--- config.mk ---
export PLATFORM = sky130hd
export DESIGN_NAME = smbt_target
export DESIGN_NICKNAME = d
export VERILOG_FILES = /design/src/rtl/smbt_pkg.sv /design/src/rtl/smbt_line_sync.sv /design/src/rtl/smbt_regbank.sv /design/src/rtl/smbt_engine.sv /design/src/rtl/smbt_target.sv
export SDC_FILE = /design/constraint.sdc
export NUM_CORES = 1
export LEC_CHECK = 0
export BUFFER_PORTS_ARGS = -buffer_cell sky130_fd_sc_hd__buf_2
export CORE_ASPECT_RATIO = 0.7
export CORE_MARGIN = 8
export CORE_UTILIZATION = 65
export DETAILED_ROUTE_END_ITERATION = 6
export PLACE_DENSITY = 0.86
export SLEW_MARGIN = 10
export SYNTH_ARGS = -nofsm -noshare
export SYNTH_HDL_FRONTEND = slang
export SYNTH_SLANG_ARGS = --single-unit
export TNS_END_PERCENT = 50
--- constraint.sdc ---
create_clock -name clk -period 3.6 [get_ports clk]
set_input_delay 0.18 -clock clk [delete_from_list [all_inputs] [get_ports clk]]
set_output_delay 0.18 -clock clk [all_outputs]
set_load 0.05 [all_outputs]
--- src/rtl/smbt_pkg.sv ---
package smbt_pkg;

    localparam int REG_W     = 8;
    localparam int IDX_CTRL  = 0;
    localparam int IDX_OE    = 1;
    localparam int IDX_STP   = 2;
    localparam int IDX_SPARE = 3;
    localparam int IDX_ID    = 4;
    localparam int IDX_DEV   = 5;
    localparam int IDX_CNT   = 6;
    localparam int MIN_REGS  = 7;

    typedef enum logic [2:0] {
        PH_IDLE,
        PH_ADDR,
        PH_INDEX,
        PH_COUNT,
        PH_WDATA,
        PH_READ,
        PH_SKIP
    } phase_e;

    typedef struct packed {
        logic sda;
        logic rise;
        logic fall;
        logic start;
        logic stop;
    } line_ev_t;

    function automatic logic [REG_W-1:0] reg_reset(input int idx,
                                                  input logic [REG_W-1:0] dev_rst,
                                                  input logic [REG_W-1:0] cnt_rst,
                                                  input logic [REG_W-1:0] id_val);
        case (idx)
            IDX_CTRL: return 8'h07;
            IDX_OE:   return 8'hFF;
            IDX_ID:   return id_val;
            IDX_DEV:  return dev_rst;
            IDX_CNT:  return cnt_rst;
            default:  return 8'h00;
        endcase
    endfunction

    function automatic logic addr_hit(input logic [REG_W-1:0] b, input logic [6:0] a7);
        return b[7:1] == a7;
    endfunction

endpackage

--- src/rtl/smbt_line_sync.sv ---
module smbt_line_sync
    import smbt_pkg::*;
#(
    parameter int STAGES = 2
) (
    input  logic     clk,
    input  logic     rst,
    input  logic     scl_in,
    input  logic     sda_in,
    output line_ev_t ev
);
    logic [STAGES-1:0] scl_sr, sda_sr;
    logic              scl_d, sda_d;
    logic              scl_s, sda_s;

    always_ff @(posedge clk) begin
        if (rst) begin
            scl_sr <= '1;
            sda_sr <= '1;
            scl_d  <= 1'b1;
            sda_d  <= 1'b1;
        end else begin
            scl_sr <= {scl_sr[STAGES-2:0], scl_in};
            sda_sr <= {sda_sr[STAGES-2:0], sda_in};
            scl_d  <= scl_s;
            sda_d  <= sda_s;
        end
    end

    assign scl_s = scl_sr[STAGES-1];
    assign sda_s = sda_sr[STAGES-1];

    always_comb begin
        ev.sda   = sda_s;
        ev.rise  = scl_s & ~scl_d;
        ev.fall  = ~scl_s & scl_d;
        ev.start = scl_s & scl_d & sda_d & ~sda_s;
        ev.stop  = scl_s & scl_d & ~sda_d & sda_s;
    end
endmodule

--- src/rtl/smbt_regbank.sv ---
module smbt_regbank
    import smbt_pkg::*;
#(
    parameter int               NUM_REGS = 7,
    parameter logic [REG_W-1:0] ID_VAL   = 8'h01,
    parameter logic [REG_W-1:0] DEV_RST  = 8'h08,
    parameter logic [REG_W-1:0] CNT_RST  = 8'h05
) (
    input  logic             clk,
    input  logic             rst,
    input  logic             we,
    input  logic [REG_W-1:0] widx,
    input  logic [REG_W-1:0] wdata,
    input  logic [REG_W-1:0] ridx,
    output logic [REG_W-1:0] rdata,
    output logic [REG_W-1:0] ctrl_q,
    output logic [REG_W-1:0] oe_q,
    output logic [REG_W-1:0] stp_q,
    output logic [REG_W-1:0] dev_q,
    output logic [REG_W-1:0] cnt_q
);
    localparam int IDXW = $clog2(NUM_REGS);

    logic [NUM_REGS-1:0][REG_W-1:0] bank_q;
    logic [NUM_REGS-1:0][REG_W-1:0] bank_d;

    for (genvar i = 0; i < NUM_REGS; i++) begin : g_slot
        if (i == IDX_ID) begin : g_ro
            assign bank_d[i] = ID_VAL;
        end else begin : g_rw
            assign bank_d[i] = (we && widx == REG_W'(i)) ? wdata : bank_q[i];
        end
    end

    always_ff @(posedge clk) begin
        if (rst) begin
            for (int i = 0; i < NUM_REGS; i++) begin
                bank_q[i] <= reg_reset(i, DEV_RST, CNT_RST, ID_VAL);
            end
        end else begin
            bank_q <= bank_d;
        end
    end

    assign rdata  = (ridx < REG_W'(NUM_REGS)) ? bank_q[ridx[IDXW-1:0]] : '0;
    assign ctrl_q = bank_q[IDX_CTRL];
    assign oe_q   = bank_q[IDX_OE];
    assign stp_q  = bank_q[IDX_STP];
    assign dev_q  = bank_q[IDX_DEV];
    assign cnt_q  = bank_q[IDX_CNT];
endmodule

--- src/rtl/smbt_engine.sv ---
module smbt_engine
    import smbt_pkg::*;
#(
    parameter logic [6:0] ADDR7 = 7'h6E
) (
    input  logic             clk,
    input  logic             rst,
    input  line_ev_t         ev,
    input  logic [REG_W-1:0] cnt_val,
    input  logic [REG_W-1:0] rdata,
    output logic [REG_W-1:0] ridx,
    output logic             we,
    output logic [REG_W-1:0] widx,
    output logic [REG_W-1:0] wdata,
    output logic             sda_low,
    output phase_e           phase
);
    localparam logic [3:0] BITS = 4'(REG_W);

    logic [3:0]       bit_cnt;
    logic             ack_ph;
    logic             rd_go;
    logic             host_nack;
    logic [REG_W-1:0] shreg;
    logic [REG_W-1:0] ptr;
    logic [REG_W-1:0] wrem;
    logic [REG_W-1:0] rrem;
    logic [REG_W-1:0] tx_next;
    logic             rx_phase;

    assign ridx     = ptr;
    assign tx_next  = (rrem != '0) ? rdata : '1;
    assign rx_phase = (phase == PH_ADDR) || (phase == PH_INDEX) ||
                      (phase == PH_COUNT) || (phase == PH_WDATA);

    always_ff @(posedge clk) begin
        if (rst) begin
            phase     <= PH_IDLE;
            bit_cnt   <= '0;
            ack_ph    <= 1'b0;
            rd_go     <= 1'b0;
            host_nack <= 1'b0;
            shreg     <= '0;
            ptr       <= '0;
            wrem      <= '0;
            rrem      <= '0;
            sda_low   <= 1'b0;
            we        <= 1'b0;
            widx      <= '0;
            wdata     <= '0;
        end else begin
            we <= 1'b0;
            if (ev.start || ev.stop) begin
                phase   <= ev.start ? PH_ADDR : PH_IDLE;
                bit_cnt <= '0;
                ack_ph  <= 1'b0;
                rd_go   <= 1'b0;
                sda_low <= 1'b0;
            end else if (phase == PH_READ) begin
                if (ev.rise) begin
                    if (!ack_ph) bit_cnt <= bit_cnt + 4'd1;
                    else         host_nack <= ev.sda;
                end
                if (ev.fall) begin
                    if (!ack_ph) begin
                        if (bit_cnt != BITS) begin
                            shreg   <= {shreg[REG_W-2:0], 1'b1};
                            sda_low <= ~shreg[REG_W-2];
                        end else begin
                            sda_low <= 1'b0;
                            ack_ph  <= 1'b1;
                        end
                    end else begin
                        ack_ph  <= 1'b0;
                        bit_cnt <= '0;
                        if (host_nack) begin
                            phase   <= PH_SKIP;
                            sda_low <= 1'b0;
                        end else begin
                            shreg   <= tx_next;
                            sda_low <= ~tx_next[REG_W-1];
                            if (rrem != '0) begin
                                ptr  <= ptr + 1'b1;
                                rrem <= rrem - 1'b1;
                            end
                        end
                    end
                end
            end else if (rx_phase) begin
                if (ev.rise && !ack_ph && bit_cnt != BITS) begin
                    shreg   <= {shreg[REG_W-2:0], ev.sda};
                    bit_cnt <= bit_cnt + 4'd1;
                end
                if (ev.fall) begin
                    if (ack_ph) begin
                        ack_ph  <= 1'b0;
                        bit_cnt <= '0;
                        if (rd_go) begin
                            rd_go   <= 1'b0;
                            phase   <= PH_READ;
                            shreg   <= cnt_val;
                            rrem    <= cnt_val;
                            sda_low <= ~cnt_val[REG_W-1];
                        end else begin
                            sda_low <= 1'b0;
                        end
                    end else if (bit_cnt == BITS) begin
                        ack_ph <= 1'b1;
                        case (phase)
                            PH_ADDR: begin
                                if (!addr_hit(shreg, ADDR7)) begin
                                    phase <= PH_SKIP;
                                end else begin
                                    sda_low <= 1'b1;
                                    if (shreg[0]) rd_go <= 1'b1;
                                    else          phase <= PH_INDEX;
                                end
                            end
                            PH_INDEX: begin
                                ptr     <= shreg;
                                phase   <= PH_COUNT;
                                sda_low <= 1'b1;
                            end
                            PH_COUNT: begin
                                wrem    <= shreg;
                                phase   <= PH_WDATA;
                                sda_low <= 1'b1;
                            end
                            PH_WDATA: begin
                                if (wrem != '0) begin
                                    we      <= 1'b1;
                                    widx    <= ptr;
                                    wdata   <= shreg;
                                    ptr     <= ptr + 1'b1;
                                    wrem    <= wrem - 1'b1;
                                    sda_low <= 1'b1;
                                end
                            end
                            default: ;
                        endcase
                    end
                end
            end
        end
    end
endmodule

--- src/rtl/smbt_target.sv ---
module smbt_target
    import smbt_pkg::*;
#(
    parameter logic [6:0]       ADDR7       = 7'h6E,
    parameter int               NUM_REGS    = MIN_REGS,
    parameter int               SYNC_STAGES = 2,
    parameter logic [3:0]       REV_ID      = 4'h0,
    parameter logic [3:0]       VENDOR_ID   = 4'h1,
    parameter logic [REG_W-1:0] DEV_RST     = 8'h08,
    parameter logic [REG_W-1:0] CNT_RST     = 8'h05
) (
    input  logic             clk,
    input  logic             rst,
    input  logic             scl_in,
    input  logic             sda_in,
    output logic             sda_drive_low,
    output logic             ctl_pd_hiz,
    output logic             ctl_stop_hiz,
    output logic [2:0]       ctl_rsvd,
    output logic             ctl_bw_low,
    output logic             ctl_pll,
    output logic             ctl_div1,
    output logic [REG_W-1:0] ctl_oe,
    output logic [REG_W-1:0] ctl_stoppable,
    output logic [REG_W-1:0] dev_id,
    output logic [REG_W-1:0] rd_count
);
    localparam logic [REG_W-1:0] ID_VAL = {REV_ID, VENDOR_ID};

    line_ev_t         line_ev;
    phase_e           phase;
    logic             reg_we;
    logic [REG_W-1:0] reg_widx, reg_wdata, reg_ridx, reg_rdata;
    logic [REG_W-1:0] ctrl_q;

    smbt_line_sync #(.STAGES(SYNC_STAGES)) u_sync (
        .clk    (clk),
        .rst    (rst),
        .scl_in (scl_in),
        .sda_in (sda_in),
        .ev     (line_ev)
    );

    smbt_engine #(.ADDR7(ADDR7)) u_eng (
        .clk     (clk),
        .rst     (rst),
        .ev      (line_ev),
        .cnt_val (rd_count),
        .rdata   (reg_rdata),
        .ridx    (reg_ridx),
        .we      (reg_we),
        .widx    (reg_widx),
        .wdata   (reg_wdata),
        .sda_low (sda_drive_low),
        .phase   (phase)
    );

    smbt_regbank #(
        .NUM_REGS (NUM_REGS),
        .ID_VAL   (ID_VAL),
        .DEV_RST  (DEV_RST),
        .CNT_RST  (CNT_RST)
    ) u_bank (
        .clk    (clk),
        .rst    (rst),
        .we     (reg_we),
        .widx   (reg_widx),
        .wdata  (reg_wdata),
        .ridx   (reg_ridx),
        .rdata  (reg_rdata),
        .ctrl_q (ctrl_q),
        .oe_q   (ctl_oe),
        .stp_q  (ctl_stoppable),
        .dev_q  (dev_id),
        .cnt_q  (rd_count)
    );

    assign ctl_pd_hiz   = ctrl_q[7];
    assign ctl_stop_hiz = ctrl_q[6];
    assign ctl_rsvd     = ctrl_q[5:3];
    assign ctl_bw_low   = ctrl_q[2];
    assign ctl_pll      = ctrl_q[1];
    assign ctl_div1     = ctrl_q[0];
endmodule

# After elaboration in Yosys (flattened, before gate mapping)
# Index checks and enable logic that the tools add are counted.
[totals] ff_bits=115 latch_bits=0 ram_bits=0 romBits=0 out_inout_bits=41 word_cells=212 memories=0
[classes] n_addsub=4 mul=0 n_div=0 magnitude_cmp=2 n_eq_ne=32 shift=0 n_mux=86 bitwise_logic=21 n_reduce_logical=43
[ops] cell="$mux W8" n=33
[ops] cell="$mux W3" n=12
[ops] cell="$mux W4" n=9
[ops] cell="$pmux W8 S2" n=2
[ops] cell="$mux W1" n=27
[ops] cell="$bmux W8 S3" n=1
[ops] cell="$reduce_and A8 Y1" n=3
[ops] cell="$eq A8 B2 Y1 const B" n=2
[ops] cell="$eq A8 B3 Y1 const B" n=2
[ops] cell="$reduce_bool A2 Y1" n=8
[ops] cell="$reduce_bool A8 Y1" n=2
[ops] cell="$sub A8 B1 Y8 const B" n=2
[ops] cell="$not A1 Y1" n=14
[ops] cell="$reduce_and A7 Y1" n=2
[ops] cell="$ne A2 B2 Y1 const B" n=6
[ops] cell="$reduce_bool A3 Y1" n=4
[ops] cell="$reduce_and A11 Y1" n=1
[ops] cell="$reduce_bool A5 Y1" n=2
[ops] cell="$ne A3 B3 Y1 const B" n=3
[ops] cell="$pmux W3 S3" n=1
[ops] cell="$reduce_and A9 Y1" n=1
[ops] cell="$add A8 B1 Y8 const B" n=1
[ops] cell="$eq A8 B1 Y1 const B" n=1
[ops] cell="$logic_and A1 B1 Y1" n=8
[ops] cell="other kinds (24)" n=41

# Depth between registers and ports, before layout
[depth] ltp_word=10 ltp_mapped=9

# By module
# From an unflattened synthesis, not the netlist that was laid out.
[unflattened] hier_cells=754 area_unflattened_um2=6612.6
[by_module_without_submodules] mod="smbt_engine" n_inst=1 cells_per_inst=448 area_each_um2=3679.8
[by_module_without_submodules] mod="smbt_regbank" n_inst=1 cells_per_inst=289 area_each_um2=2735.1
[by_module_without_submodules] mod="smbt_line_sync" n_inst=1 cells_per_inst=17 area_each_um2=197.7

# Worst setup path after synthesis
# Ideal clock, no wire load.
[synth_path] path_type="flip-flop to flip-flop" from="register u_eng.bit_cnt[0]" to="register u_eng.phase[1]" setup_ps=123 arrival_time_ps=1843 slack_ps=1633 path_stages_with_launch=9 path_buffers=1 synth_period_minus_slack_ps=1967 path_cell_list="dfxtp_1 > inv_1 > ha_1 > and3b_1 > and3_1 > buf_6 > nor3b_1 > a211oi_2 > mux2_1"
[synth_via] elab_chain_cells=3
[synth_rtl] element="start: declaration" line="smbt_engine.sv:20" rtl="logic [3:0] bit_cnt;"
[synth_rtl] element="start signal: assignment" line="smbt_engine.sv:61" rtl="if (!ack_ph) bit_cnt <= bit_cnt + 4'd1;"
[synth_rtl] element="start signal: assignment" line="smbt_engine.sv:92" rtl="bit_cnt <= bit_cnt + 4'd1;"
[synth_rtl] element="$eq A4 B4 Y1" line="smbt_engine.sv:107" rtl="end else if (bit_cnt == BITS) begin"
[synth_rtl] element="$reduce_bool A3 Y1 (no source line)"
[synth_rtl] element="$reduce_and A9 Y1 (no source line)"
[synth_rtl] element="end signal: assignment" line="smbt_engine.sv:54" rtl="phase <= ev.start ? PH_ADDR : PH_IDLE;"
[synth_rtl] element="end: declaration" line="smbt_engine.sv:16" rtl="output phase_e phase"
# No other way between the ends.
# A chain may end at the register's enable or synchronous reset.

# Final worst setup path
[layout_path] from="register u_eng.ptr[0] (netlist: u_eng.ridx[0])" to="register u_eng.shreg[7]"
[layout_via] elab_chain_cells=8 word_cells_on_any_way=9 cone_classes="order compare: 1; mux: 8"
[layout_rtl] element="start: declaration" line="smbt_engine.sv:25" rtl="logic [REG_W-1:0] ptr;"
[layout_rtl] element="start signal: assignment" line="smbt_engine.sv:83" rtl="ptr <= ptr + 1'b1;"
[layout_rtl] element="start signal: assignment" line="smbt_engine.sv:120" rtl="ptr <= shreg;"
[layout_rtl] element="start signal: assignment" line="smbt_engine.sv:134" rtl="ptr <= ptr + 1'b1;"
[layout_rtl] element="parallel branches: the longest is 2 deep, another holds $lt A8 B3 Y1"
[layout_rtl] element="$mux W8 *" line="smbt_regbank.sv:45" rtl="assign rdata = (ridx < REG_W'(NUM_REGS)) ? bank_q[ridx[IDXW-1:0]] : '0;"
[layout_rtl] element="$mux W8 *" line="smbt_engine.sv:32" rtl="assign tx_next = (rrem != '0) ? rdata : '1;"
[layout_rtl] element="$mux W8 *" line="smbt_engine.sv:76" rtl="if (host_nack) begin"
[layout_rtl] element="$mux W8 *" line="smbt_engine.sv:65" rtl="if (!ack_ph) begin"
[layout_rtl] element="$mux W8 *" line="smbt_engine.sv:64" rtl="if (ev.fall) begin"
[layout_rtl] element="$mux W8 *" line="smbt_engine.sv:59" rtl="end else if (phase == PH_READ) begin"
[layout_rtl] element="end signal: assignment" line="smbt_engine.sv:67" rtl="shreg <= {shreg[REG_W-2:0], 1'b1};"
[layout_rtl] element="end signal: assignment" line="smbt_engine.sv:80" rtl="shreg <= tx_next;"
[layout_rtl] element="end signal: assignment" line="smbt_engine.sv:91" rtl="shreg <= {shreg[REG_W-2:0], ev.sda};"
[layout_rtl] element="end: declaration" line="smbt_engine.sv:24" rtl="logic [REG_W-1:0] shreg;"
# Mark *: on every way between the ends. The select of a mux whose other input is x is not followed.

==> impl_metrics.toml <==
[outcome]
outcome = "completed"

[timing]
rsz0062_at_grt = "false"
fmax_mhz = 392
slew_headroom_pct = 43.7
maxSlewViolCount = 0
setup-tns-final_ns = 0
hold_violations = 0
finClkSkew_ns = 0.00794
finalCriticalPeriod_ns = 2.55
worst_pin_slew_ns = 0.844
setup-violations-final = 0
finalCritPeriodShare_pct = 70.9

[synthesis]
syn_area_per_cell_sq_um = 8.66
synth_top_cells_by_area = "dfxtp_1 (36%), mux2i_1 (9.4%), nor2_1 (6.7%)"
async_flop_share_pct = 0
ys_warn_count = 0
ys_seq_area_share_pct = 36.3
synth-seq-cells = 114
syn-instance-count = 726
synth-edff-count = 0
synth_nets = 737
synth_cell_type_count = 79
yosysTopAreaCell = "dfxtp_1"
synth_ff_type = "dfxtp_1"
synth_area_sq_mm = 0.00629
synth.top_cell.area_share_pct = 36.3

[route]
dr_total_vias = 5552
vias_per_cell = 6.55
drc = 0
first_pass_iters = 7
wl_per_cell_microns = 19.6
antenna_left = 0
drt_wl_total_microns = 16600
drt_iter0_markers = 628

[floorplanning]
initial_core_util_pct = 65.9
fp-row-count = 30
fp.dieH_microns = 98.3
die_width_microns = 134
core_sq_mm = 0.00953
die-area_sq_mm = 0.0131
ios = 45

[hold_path]
hp-class = "in2reg"
holdPathStages = 2
min_from = "rst"
min_to = "u_bank.dev_q[0]"

[grt]
overflow = 0
grt_pass1_vias = 5395
antenna_found_initial = 0
grt_max_degree = 65
grt_pass1_wl_microns = 27200
grtUsageTotal_pct = 25.2

[layout]
drive_above_1_share_pct = 15.3
multi_input_area_sq_mm = 0.00341
fill_cells = 673
antenna_cells = 0
final_cells = 847
fin_nets = 718
area_growth_pct = 9.04
regArea_sq_mm = 0.00228

[job]
maxCapViolCount = 0

[placement]
dp.cells = 814
post-dp-hpwl_microns = 10800
gp_congestion = 0.920
port_buffers = 44

[clock_network]
clk_path_buf_depth = 2
cts_buffers = 17
path_clk_slew_ns = 0.05
cts-htree-levels = 4
cts_sinks = 114
cts_root_buffer = "clkbuf_16"
worstSkewPairLatency_ns = 0.42
cts_tree = "yes"
cts-resized-gates = 0

[setup_path]
crit_family = "compound AO/OA/AOI/OAI gates"
crit_chain = "ha_1 -> nand2_1 -> nand3_1 -> o41ai_1 -> o211ai_1 -> a311oi_1"
critPathMaxStageDelay_ns = 0.58
rr_worst_depth = 6
cp_slowest_cell = "o41ai_1"
cp-startpoint = "u_eng.ridx[0]"
crit_buf_inv = 0
worstSetupEndpointType = "flop"
crit_required_ns = 3.91
rr_startpoint = "u_eng.ridx[0]"
critical_path_class = "reg2reg"
critical_path_depth = 6
r2r_setup_slack_ns = 1.05
startpoint_type = "flop"
cp_data_arrival_time_ns = 2.86
reg2reg_to = "u_eng.shreg[7]"
crit_path_max_fanout = 19

[pwr]
peakVddDrop_mv = 0.393
power.density_mw_per_mm2 = 497
cellLeakagePower_nw = 2.69
## Yosys cell counts (11+ instances only)
cell type  number
dfxtp_1       114
nor2_1        112
mux2i_1        59
buf_4          39
nand2_1        39
a21oi_1        36
o21ai_0        26
buf_2          22
clkbuf_1       22
a211o_1        21
inv_1          18
nor2b_1        17
nand3_1        15
o211ai_1       11
## sequential cells by signal (all words and copies together), names as in the netlist, 4 cells and up
signal         cells
u_bank.oe_q        8
u_eng.bit_cnt      4
u_eng.shreg        8
u_eng.wdata        8
u_bank.dev_q       8
u_eng.widx         8
u_eng.ridx         8
u_bank.bank_q      8
u_eng.rrem         8
u_bank.stp_q       8
u_bank.cnt_q       8
u_eng.wrem         8
u_bank.ctrl_q      8
## worst max path at each step
| stage | endpoint | slack, ns |
|---|---|---|
| 4_1_cts | u_eng.shreg[7] | 1.09 |
| 5_1_grt | u_eng.shreg[7] | 0.83 |
| 3_5_place_dp | u_eng.shreg[7] | 1.17 |
| 3_3_place_gp | u_eng.shreg[0] | 1.29 |
| 6_report | u_eng.shreg[7] | 1.05 |
| 2_1_floorplan | u_eng.phase[1] | 1.63 |
## cells in the final DEF, fill, tap and decap left out, drive strengths merged, types with 7 or more instances in the layout
master  Yosys  routed
nand3      15      15
nor3b       7       7
o31ai       8       8
ha          7       7
a221oi      8       8
o21ai      31      31
nor2b      17      17
a21o        8       8
dfxtp     114     114
a21oi      37      37
buf        65      48
nand2      40      40
a311oi     10      10
inv        18      19
mux2i      59      59
nor2      113     113
o211ai     12      12
a211o      21      21
nor3        8       8
or2         9       9
clkbuf     23      18
## layout make-up
type,count,share of cell area (%)
well taps,128,2.34
clock buffers,18,6.26
multi-input cells,506,49.7
inverters,18,0.986
clock inverters,13,3.41
flip-flops and latches,114,33.3
repair buffers,50,3.98
## per-stage QoR
stage | setup slack, ns | hold WS (ns) | utilization, % | power (W) | area, sq um
6_report | 1.05 | 0.269 | 71.9 | 0.00341 | 6850
5_1_grt | 0.828 | 0.292 | 71.9 | 0.00348 | 6850
4_1_cts | 1.09 | 0.257 | 71.9 | 0.00340 | 6850
3_5_place_dp | 1.17 | 0.374 | 64.7 | 0.00151 | 6170
3_3_place_gp | 1.29 | 0.364 | 64.7 | 0.00151 | 6170
2_1_floorplan | 1.63 | 0.284 | - | 0.00148 | 6290
## where the power goes
group,switching (W),internal [W]
registers,0.0000486,0.00128
clock network,0.000616,0.00130
logic,0.000101,0.0000680
## metal layers
layer,vias to the layer above,global-route usage [%],wire [microns]
li1,2532,-,-
met1,2648,32.8,7090
met2,317,39.1,7580
met3,55,5.59,1470
met4,0,11.3,439
met5,-,0,0
## repair_timing
| action | CTS | global route |
|---|---|---|
| hold buffers | 2 | 0 |
| hold endpoints to repair | 2 | 0 |
| setup buffers | 0 | 0 |
## cell families (layout without fill, tap and decap cells)
family / Yosys count / in the layout / synth area share (%)
muxes: 68 / 68 / 12.1
buffers and inverters: 106 / 99 / 9.47
DFF: 114 / 114 / 36.3
and+or+nand+nor: 258 / 258 / 21.0
AOI/OAI and AO/OA: 170 / 170 / 19.3
adders and majority gates: 7 / 7 / 1.39
xor gates and xnor gates: 3 / 3 / 0.418
Power figures use the tool's default switching activity.
